`src/rtl/spiq_pkg.sv`:
```
package spiq_pkg;
  localparam logic [2:0] A_CTRL  = 3'd0;
  localparam logic [2:0] A_RANGE = 3'd1;
  localparam logic [2:0] A_DIV   = 3'd2;
  localparam logic [2:0] A_STAT  = 3'd3;
  localparam logic [2:0] A_PORT  = 3'd4;

  localparam logic [3:0] PORT_RST = 4'b1100;

  typedef enum logic [1:0] {
    SQ_IDLE,
    SQ_LOAD,
    SQ_SHIFT,
    SQ_HALT
  } sq_state_t;
endpackage

```
`src/rtl/spiq_shift.sv`:
```
module spiq_shift #(
  parameter int DW    = 8,
  parameter int DIV_W = 8
) (
  input  logic             clk,
  input  logic             rst_n,
  input  logic             start,
  input  logic             abort,
  input  logic [DIV_W-1:0] div,
  input  logic [DW-1:0]    txd,
  input  logic             miso,
  output logic             sck,
  output logic             mosi,
  output logic             busy,
  output logic             done,
  output logic [DW-1:0]    rxd
);
  localparam int BW = $clog2(DW);

  logic [DW-1:0]    sreg;
  logic [DIV_W-1:0] cnt;
  logic [DIV_W-1:0] half;
  logic [BW-1:0]    bcnt;
  logic             rbit;
  logic             last;

  assign half = (div == '0) ? DIV_W'(1) : div;
  assign last = (cnt == half - DIV_W'(1));
  assign mosi = sreg[DW-1];
  assign rxd  = sreg;

  always_ff @(posedge clk or negedge rst_n) begin
    if (!rst_n) begin
      sreg <= '0;
      cnt  <= '0;
      bcnt <= '0;
      rbit <= 1'b0;
      sck  <= 1'b0;
      busy <= 1'b0;
      done <= 1'b0;
    end else begin
      done <= 1'b0;
      if (abort) begin
        busy <= 1'b0;
        sck  <= 1'b0;
        cnt  <= '0;
      end else if (start) begin
        busy <= 1'b1;
        sreg <= txd;
        sck  <= 1'b0;
        cnt  <= '0;
        bcnt <= '0;
      end else if (busy) begin
        if (!last) begin
          cnt <= cnt + DIV_W'(1);
        end else begin
          cnt <= '0;
          if (!sck) begin
            sck  <= 1'b1;
            rbit <= miso;
          end else begin
            sck  <= 1'b0;
            sreg <= {sreg[DW-2:0], rbit};
            if (bcnt == BW'(DW - 1)) begin
              busy <= 1'b0;
              done <= 1'b1;
            end else begin
              bcnt <= bcnt + BW'(1);
            end
          end
        end
      end
    end
  end
endmodule

```
`src/rtl/spiq_seq.sv`:
```
module spiq_seq
  import spiq_pkg::*;
#(
  parameter int IDX_W = 4
) (
  input  logic             clk,
  input  logic             rst_n,
  input  logic             en,
  input  logic             en_rise,
  input  logic             wrap,
  input  logic             halt,
  input  logic [IDX_W-1:0] start_idx,
  input  logic [IDX_W-1:0] end_idx,
  input  logic             sh_done,
  output logic             sh_start,
  output logic             rx_we,
  output logic [IDX_W-1:0] idx,
  output logic             fin_pulse,
  output logic             halted,
  output logic             busy
);
  sq_state_t st;
  logic      at_end;

  assign at_end    = (idx == end_idx);
  assign sh_start  = en && (st == SQ_LOAD);
  assign rx_we     = en && (st == SQ_SHIFT) && sh_done;
  assign fin_pulse = rx_we && at_end && !wrap;
  assign halted    = (st == SQ_HALT);
  assign busy      = (st != SQ_IDLE);

  always_ff @(posedge clk or negedge rst_n) begin
    if (!rst_n) begin
      st  <= SQ_IDLE;
      idx <= '0;
    end else if (!en) begin
      st <= SQ_IDLE;
    end else begin
      case (st)
        SQ_IDLE: if (en_rise) begin
          idx <= start_idx;
          st  <= SQ_LOAD;
        end
        SQ_LOAD: st <= SQ_SHIFT;
        SQ_SHIFT: if (sh_done) begin
          if (fin_pulse) begin
            st <= SQ_IDLE;
          end else begin
            idx <= at_end ? start_idx : idx + IDX_W'(1);
            st  <= halt ? SQ_HALT : SQ_LOAD;
          end
        end
        SQ_HALT: if (!halt) st <= SQ_LOAD;
        default: st <= SQ_IDLE;
      endcase
    end
  end
endmodule

```
`src/rtl/spi_queue_master.sv`:
```
module spi_queue_master
  import spiq_pkg::*;
#(
  parameter int DW     = 8,
  parameter int DIV_W  = 8,
  parameter int QDEPTH = 16
) (
  input  logic              clk,
  input  logic              rst_n,
  input  logic              reg_wr,
  input  logic              reg_rd,
  input  logic [$clog2(QDEPTH):0] reg_addr,
  input  logic [DW-1:0]     reg_wdata,
  output logic [DW-1:0]     reg_rdata,
  output logic              irq,
  output logic              sck_o,
  output logic              mosi_o,
  input  logic              miso_i,
  output logic              cs_n_o,
  input  logic              ss_i,
  output logic              ss_o,
  output logic              ss_oe
);
  localparam int IDX_W = $clog2(QDEPTH);

  logic             en_r, wrap_r, halt_r, ssout_r, finie_r, mfie_r, mstr_r;
  logic [IDX_W-1:0] start_r, end_r;
  logic [DIV_W-1:0] div_r;
  logic [3:0]       port_r;
  logic             fin_r, mf_r, seen_fin, seen_mf, run_d;
  logic [DW-1:0]    txq [QDEPTH];
  logic [DW-1:0]    rxq [QDEPTH];

  logic             sel_q, stat_wr, stat_rd, fault_cond, run, run_rise;
  logic [IDX_W-1:0] qidx, idx;
  logic             sh_start, sh_done, sh_busy, sh_sck, sh_mosi;
  logic [DW-1:0]    sh_rxd;
  logic             rx_we, fin_pulse, halted, seq_busy;

  assign sel_q      = reg_addr[IDX_W];
  assign qidx       = reg_addr[IDX_W-1:0];
  assign stat_wr    = reg_wr && !sel_q && (reg_addr[2:0] == A_STAT);
  assign stat_rd    = reg_rd && !sel_q && (reg_addr[2:0] == A_STAT);
  assign fault_cond = mstr_r && !ssout_r && !ss_i;
  assign run        = en_r && mstr_r;
  assign run_rise   = run && !run_d;

  spiq_seq #(.IDX_W(IDX_W)) u_seq (
    .clk(clk), .rst_n(rst_n), .en(run), .en_rise(run_rise),
    .wrap(wrap_r), .halt(halt_r), .start_idx(start_r), .end_idx(end_r),
    .sh_done(sh_done), .sh_start(sh_start), .rx_we(rx_we), .idx(idx),
    .fin_pulse(fin_pulse), .halted(halted), .busy(seq_busy)
  );

  spiq_shift #(.DW(DW), .DIV_W(DIV_W)) u_shift (
    .clk(clk), .rst_n(rst_n), .start(sh_start), .abort(!run),
    .div(div_r), .txd(txq[idx]), .miso(miso_i), .sck(sh_sck),
    .mosi(sh_mosi), .busy(sh_busy), .done(sh_done), .rxd(sh_rxd)
  );

  // Control, range, divider and port registers
  always_ff @(posedge clk or negedge rst_n) begin
    if (!rst_n) begin
      {mstr_r, mfie_r, finie_r, ssout_r, halt_r, wrap_r, en_r} <= '0;
      start_r <= '0;
      end_r   <= '0;
      div_r   <= '0;
      port_r  <= PORT_RST;
      run_d   <= 1'b0;
    end else begin
      run_d <= run;
      if (reg_wr && !sel_q) begin
        case (reg_addr[2:0])
          A_CTRL:  {mstr_r, mfie_r, finie_r, ssout_r, halt_r, wrap_r, en_r} <= reg_wdata[6:0];
          A_RANGE: begin
            start_r <= reg_wdata[IDX_W-1:0];
            end_r   <= reg_wdata[2*IDX_W-1:IDX_W];
          end
          A_DIV:   div_r  <= reg_wdata[DIV_W-1:0];
          A_PORT:  port_r <= reg_wdata[3:0];
          default: ;
        endcase
      end
      if (fin_pulse || fault_cond) en_r <= 1'b0;
    end
  end

  // Sticky flags with read-then-write-zero clearing
  always_ff @(posedge clk or negedge rst_n) begin
    if (!rst_n) begin
      fin_r    <= 1'b0;
      mf_r     <= 1'b0;
      seen_fin <= 1'b0;
      seen_mf  <= 1'b0;
    end else begin
      if (stat_rd && fin_r) seen_fin <= 1'b1;
      if (stat_rd && mf_r)  seen_mf  <= 1'b1;
      if (stat_wr && seen_fin && !reg_wdata[0]) begin
        fin_r    <= 1'b0;
        seen_fin <= 1'b0;
      end
      if (stat_wr && seen_mf && !reg_wdata[1]) begin
        mf_r    <= 1'b0;
        seen_mf <= 1'b0;
      end
      if (fin_pulse)  fin_r <= 1'b1;
      if (fault_cond) mf_r  <= 1'b1;
    end
  end

  // Queue storage
  always_ff @(posedge clk or negedge rst_n) begin
    if (!rst_n) begin
      for (int i = 0; i < QDEPTH; i++) begin
        txq[i] <= '0;
        rxq[i] <= '0;
      end
    end else begin
      if (reg_wr && sel_q) txq[qidx] <= reg_wdata;
      if (rx_we)           rxq[idx]  <= sh_rxd;
    end
  end

  always_comb begin
    reg_rdata = '0;
    if (sel_q) begin
      reg_rdata = rxq[qidx];
    end else begin
      case (reg_addr[2:0])
        A_CTRL:  reg_rdata = DW'({mstr_r, mfie_r, finie_r, ssout_r, halt_r, wrap_r, en_r});
        A_RANGE: reg_rdata = DW'({end_r, start_r});
        A_DIV:   reg_rdata = DW'(div_r);
        A_STAT:  reg_rdata = DW'({seq_busy, halted, mf_r, fin_r});
        A_PORT:  reg_rdata = DW'(port_r);
        default: reg_rdata = '0;
      endcase
    end
  end

  assign irq    = (fin_r && finie_r) || (mf_r && mfie_r);
  assign sck_o  = run ? sh_sck   : port_r[0];
  assign mosi_o = run ? sh_mosi  : port_r[1];
  assign cs_n_o = run ? !sh_busy : port_r[2];
  assign ss_o   = port_r[3];
  assign ss_oe  = ssout_r;
endmodule

```
`config.mk`:
```
export PLATFORM = sky130hd
export DESIGN_NAME = spi_queue_master
export DESIGN_NICKNAME = d
export VERILOG_FILES = /design/src/rtl/spiq_pkg.sv /design/src/rtl/spiq_shift.sv /design/src/rtl/spiq_seq.sv /design/src/rtl/spi_queue_master.sv
export SDC_FILE = /design/constraint.sdc
export NUM_CORES = 1
export LEC_CHECK = 0
export ABC_AREA = 0
export CORE_AREA = 2 2 162 164
export DETAILED_ROUTE_END_ITERATION = 8
export DIE_AREA = 0 0 164 166
export GPL_TIMING_DRIVEN = 0
export PLACE_DENSITY = 0.77
export RECOVER_POWER = 100
export SETUP_SLACK_MARGIN = 0.5
export SYNTH_ARGS = -nofsm -noshare
export SYNTH_HDL_FRONTEND = slang
export SYNTH_SLANG_ARGS = --single-unit
```
`constraint.sdc`:
```
create_clock -name clk -period 4.6 [get_ports clk]
set_input_delay 0.92 -clock clk [delete_from_list [all_inputs] [get_ports clk]]
set_output_delay 0.92 -clock clk [all_outputs]
set_load 0.005 [all_outputs]
```
==> summary.txt, run 1 <==
Synthesis
  • Synthesized net count: 1,139
  • Post-Synthesis Cells: 1,108
  • FF+latch count, synth: 317
  • Yosys cell types: 56
  • Sequential area share after synthesis: 0.525
  • Number of synthesized flops with an enable pin: 0
  • Syn Area/Cell: 13.6 um^2
  • Post-Syn Area: 15,100 um^2
  • FFs w/ async S/R, synth: 1.00
  • Most used DFF post-synth: dfrtp_1
  • Yosys warns: 0

CTS
  • CTS H-tree depth: 2
  • Clock Latency Late Sink: 520 ps
  • Cts bufs inserted: 35
  • Post-CTS setup repair buffer count: 0
  • Clock Sinks: 317
  • CTS max path bufs: 3
  • Hold buffer count at CTS: 0
  • TritonCTS clock tree: yes
  • CTS Root Buffer Type: clkbuf_16
  • Clk pin slew, worst setup/hold paths: 60 ps
  • Post_cts resized: 20

STA
  • Final setup vio count: 0
  • Rel. slew slack: -0.825
  • Max-slew violations: 115
  • Final Critical Period: 4330 ps
  • Worst slew pin tran: 2740 ps
  • Final Hold Viols: 0
  • RSZ-0062 raised after global routing: yes
  • Max frequency: 231 MHz
  • Final period util: 0.942
  • TNS Setup: 0 ps
  • Clock Skews: 18.7 ps

Detailed routing
  • DRC: 0
  • Final wirelength: 36,700 um
  • Drt via density: 6.39
  • ANT nets after route: 0
  • Drt wl/cell: 24.0 um
  • Initial DRC count: 1,027
  • DR vias: 9,781
  • Initial DRT Pass Iterations: 6

Global routing
  • Pin count of the biggest net entering global routing: 122
  • Tot GR Track Use: 0.280
  • Remaining global-route overflow: 0
  • Initial antenna violation count: 1
  • Global-route wire length before repair: 58,000 um
  • Vias in the first global route: 9,951

Setup path
  • CP Data Arrival Time: 3410 ps
  • Startpoint Class: input port
  • FF-to-FF Start: div_r[3]
  • CP max FO: 10
  • Flop2flop setup slack: 760 ps
  • Worst Reg2Reg Path Length in Cells: 10
  • CP Class: in -> out
  • WP data required: 3680 ps
  • R2r endpoint: u_shift.rxd[5]
  • Worst setup path start: reg_addr[2]
  • Worst setup EP type: primary output
  • Crit path to: reg_rdata[1]

Final layout
  • Area growth syn-to-layout: 13.1%
  • Post-route cell area: 17,100 um^2
  • Ant. Diodes: 0
  • Reg area: 7940 um^2
  • Layout cells sized above 1: 0.347
  • Final-stage net count: 1,204
  • Commonest non-fill, non-tap cell in the layout: dfrtp_1
  • Fillers: 1,780
  • Multi-input gate area: 6810 um^2
  • Util after Layout: 0.667
  • Most frequent cells in the layout: 315 x dfrtp_1, 254 x mux2_2, 97 x nand2_1, 80 x mux4_2, 59 x clkbuf_1
  • Non-filler instance count after layout: 1,531

Floorplan
  • Die footprint: 27,200 um^2
  • # IOs: 33
  • Initial core utilization: 0.590
  • Core Area: 25,600 um^2
  • Std cell rows: 59
  • Die H: 166 um
  • Die width: 164 um

Min path
  • Hold Path Class: reg -> reg

Placed design
  • Dpl cell area: 15,900 um^2
  • GPL Wtd Cong: 0.917
  • IO buf count: 25
  • Final HPWL DP: 24,700 um
  • Placed insts: 1,471

Power
  • Power Density: 457 nW/um^2
  • Overall power: 7.80 mW
  • VDD IR-drop max: 0.373 mV
  • Leak: 7.68 nW

Flow run
  • Max Cap Viol: 2

Status
  • Failing checks: max-capacitance violations, max-slew violations
  • Status: complete, but fails checks
## metrics by stage
stage / setup WS (ps) / hold WS [ps]
4_1_cts: 522 / 483
3_5_place_dp: -174 / 468
5_1_grt: 271 / 503
6_report: 268 / 483
3_3_place_gp: -10970 / 456
2_1_floorplan: 677 / 445
## cells in the mapped netlist, types with 7 or more instances
cell	n	area [um^2]
dfrtp_1	315	7880
mux2_2	255	2870
nand2_1	97	364
mux4_2	80	1800
clkbuf_1	51	191
o21ai_0	42	210
nor2_1	27	101
a21oi_1	21	105
buf_1	17	63.8
nand3_1	17	85.1
mux2i_1	15	150
ha_1	12	150
inv_1	12	45.0
nor2b_1	12	75.1
nand2b_1	11	68.8
buf_2	8	40.0
o31ai_1	8	60.1
nor3_1	7	35.0
## critical path: stages
cell and delay (ps):
dlygate4sd3_1 690, clkbuf_1 380, nor2b_2 290, a21oi_1 100
o22ai_1 290, mux2_2 230, clkdlybuf4s50_1 500
## per-layer routing
metal	share of wire	routed length [um]	track usage	vias up
met3	0.079	2890	0.0602	87
met4	0.040	1460	0.111	0
met5	0	0	0	-
li1	-	-	-	4217
met2	0.45	16600	0.410	367
met1	0.43	15700	0.414	5110
## cell families after synthesis
family | after synthesis | share of synthesized area
compound gates | 117 | 0.0488
flops | 317 | 0.525
buf+inv | 91 | 0.0243
simple gates | 208 | 0.0652
mux | 351 | 0.320
fa+ha+maj | 12 | 0.00993
xor+xnor | 12 | 0.00695
## how the worst min path moves through the flow
stage,cells past startpoint,start,slack (ps),end
floorplan,2,rxq[106],440,rxq[106]
global placement,2,rxq[66],460,rxq[66]
detailed placement,2,rxq[98],470,rxq[98]
CTS,2,rxq[69],480,rxq[69]
global route,2,rxq[90],500,rxq[90]
finish,2,rxq[69],480,rxq[69]
## state kept, by name (all words and copies together), names as in the netlist, 2 cells and up
name	count
txq	128
start_r	4
end_r	4
u_shift.cnt	8
port_r	4
u_shift.rxd	8
u_shift.bcnt	3
u_seq.idx	4
rxq	128
u_seq.st	2
div_r	8
## report_power, final
group          switching, mW  total [mW]  internal (mW)
logic                  0.778        1.54          0.762
registers              0.200        3.30           3.10
clock network           1.13        2.97           1.84
## layout make-up
| type | count | area share |
|---|---|---|
| sequential | 317 | 0.464 |
| clock buffer | 46 | 0.0572 |
| timing repair buffer | 28 | 0.0178 |
| multi-input combinational | 700 | 0.398 |
| buffer | 78 | 0.0207 |
| inverter | 13 | 0.00286 |
| clock inverter | 14 | 0.0141 |
| tap | 335 | 0.0245 |
No activity file was read; power rests on OpenSTA's default activity.
==> inputs of run 2 (changes only) <==
Settings changed: CORE_AREA 2 2 162 164 to 2 2 187 143, DIE_AREA 0 0 164 166 to 0 0 189 145, SLEW_MARGIN from default to 40.
==> summary.txt, run 2 (synthesis gave the netlist of run 1 again) <==
Status
  • Status: complete, but fails checks
  • Failing checks: max-capacitance violations, max-slew violations

Flow run
  • Max Cap Viol: 1 (-1)

Setup path
  • Worst setup path start: reg_addr[2]
  • WP data required: 3680 ps (about the same)
  • Startpoint Class: input port
  • Cell family with most CP delay: buffers and inverters
  • Cells along the critical path: dlygate4sd3_1, clkbuf_1, nor2b_2, a21oi_1, o22ai_1, mux2_2, clkdlybuf4s50_1
  • CP Data Arrival Time: 3300 ps (-110 ps)
  • CP Class: in -> out
  • Slowest cell delay on critical path: 660 ps (-30 ps)
  • Worst path bufs/invs: 3 (unchanged)
  • Worst setup EP type: primary output
  • FF-to-FF Start: u_seq.idx[0]
  • Slowest cell on the critical path: dlygate4sd3_1
  • CP max FO: 10 (unchanged)

Final layout
  • Ant. Diodes: 0 (unchanged)
  • Area growth syn-to-layout: 12.3%
  • Most frequent cells in the layout: 315 x dfrtp_1, 253 x mux2_2, 97 x nand2_1, 80 x mux4_2, 63 x clkbuf_1
  • Layout cells sized above 1: 0.342 (-0.00528)
  • Non-filler instance count after layout: 1,538 (+0.46%)
  • Util after Layout: 0.663 (-0.00373)
  • Commonest non-fill, non-tap cell in the layout: dfrtp_1
  • Final-stage net count: 1,203 (-0.083%)
  • Top Registers: rxq x128, txq x128
  • Post-route cell area: 17,000 um^2 (-0.67%)

CTS
  • CTS H-tree depth: 1 (-1)
  • Cts bufs inserted: 31 (-11%)
  • CTS max path bufs: 3 (unchanged)
  • Clock Latency Late Sink: 570 ps (+50 ps)
  • Clk pin slew, worst setup/hold paths: 60 ps (about the same)
  • Hold buffer count at CTS: 0 (unchanged)
  • Post-CTS setup repair buffer count: 0 (unchanged)
  • TritonCTS clock tree: yes
  • Clock Sinks: 317 (unchanged)
  • CTS Root Buffer Type: clkbuf_16

Floorplan
  • Initial core utilization: 0.591 (+0.000635)
  • Die H: 145 um (-13%)
  • # IOs: 33 (unchanged)
  • Core Area: 25,600 um^2 (-0.11%)
  • Die width: 189 um (+15%)
  • Die footprint: 27,400 um^2 (+0.66%)
  • Std cell rows: 51 (-14%)

Detailed routing
  • Initial DRC count: 841 (-18%)
  • DR vias: 9,767 (-0.14%)
  • Drt wl/cell: 24.1 um (+0.73%)
  • Initial DRT Pass Iterations: 5 (-1)
  • Drt via density: 6.35 (-0.60%)
  • Final wirelength: 37,100 um (+1.2%)
  • ANT nets after route: 0 (unchanged)
  • DRC: 0 (unchanged)

STA
  • Max-slew violations: 53 (-54%)
  • Clock Skews: 12.4 ps (-6.23 ps)
  • Final period util: 0.918 (-0.0241)
  • TNS Setup: 0 ps (unchanged)
  • Final Critical Period: 4220 ps (-111 ps)
  • Final WS setup: 379 ps (+111 ps)
  • Worst slew pin tran: 3370 ps (+636 ps)
  • RSZ-0062 raised after global routing: no
  • Final setup vio count: 0 (unchanged)
  • Rel. slew slack: -1.25 (-0.424)
  • Max frequency: 237 MHz (+2.6%)
  • Fin Hold WS: 477 ps (-5.71 ps)
  • Final Hold Viols: 0 (unchanged)

Placed design
  • Dpl cell area: 15,900 um^2 (+0.51%)
  • Final HPWL DP: 26,000 um (+5.3%)
  • IO buf count: 25 (unchanged)
  • GPL Wtd Cong: 0.959 (+4.6%)
  • Pre-CTS setup slack: -264 ps (-89.8 ps)
  • Placed insts: 1,483 (+0.82%)

Global routing
  • Vias in the first global route: 9,951 (unchanged)
  • Remaining global-route overflow: 0 (unchanged)
  • Pin count of the biggest net entering global routing: 73 (-40%)
  • Global-route wire length before repair: 58,700 um (+1.3%)
  • Tot GR Track Use: 0.279 (-0.000891)
  • Initial antenna violation count: 0 (-1)

Power
  • Overall power: 7.47 mW (-4.3%)
  • Power Density: 440 nW/um^2 (-3.7%)
  • VDD IR-drop max: 0.385 mV (+3.1%)
  • Leak: 7.61 nW (-0.86%)

Min path
  • Hold_sp: rxq[69]
  • Hold Path Class: reg -> reg
run 2: where the power goes:
part	switching [mW]	internal, mW
sequential	0.208	3.09
clock	1.08	1.52
combinational	0.794	0.769
total	2.08	5.38
run 2: final timing paths:
kind,to,slack [ps],depth (start not counted)
max,reg_rdata[3],380,7
min,rxq[69],480,2
max reg2reg,rxq[9],680,9
min reg2reg,rxq[69],480,2
max in group asynchronous,rxq[56],1210,1
min in group asynchronous,rxq[95],1480,1
run 2: layout make-up:
| cell class | instances | area [um^2] |
|---|---|---|
| Fill cell | 1796 | 8610 |
| Sequential cell | 317 | 7940 |
| Multi-Input combinational cell | 700 | 6810 |
| Clock buffer | 45 | 898 |
| Tap cell | 344 | 430 |
| Timing Repair Buffer | 31 | 362 |
| Buffer | 78 | 352 |
| Clock inverter | 10 | 140 |
| Inverter | 13 | 48.8 |
run 2: worst reg2reg max path: cells and delay by family (launching register included):
kind / cells / cell delay (ps)
muxes: 1 / 400
adders and majority gates: 1 / 250
and+or+nand+nor: 2 / 540
DFF: 1 / 400
buffers and inverters: 5 / 2190
run 2: layer usage:
layer  GRT usage  routed length, um
met1       0.426              16900
met2       0.399              16200
met3      0.0726               3120
met4      0.0750                921
met5           0                  0
run 2: timing repair:
action | CTS | global route
endpoints found under the hold margin | 0 | 0
gates resized for setup | 20 | 1
endpoints found under the setup margin | 8 | 3
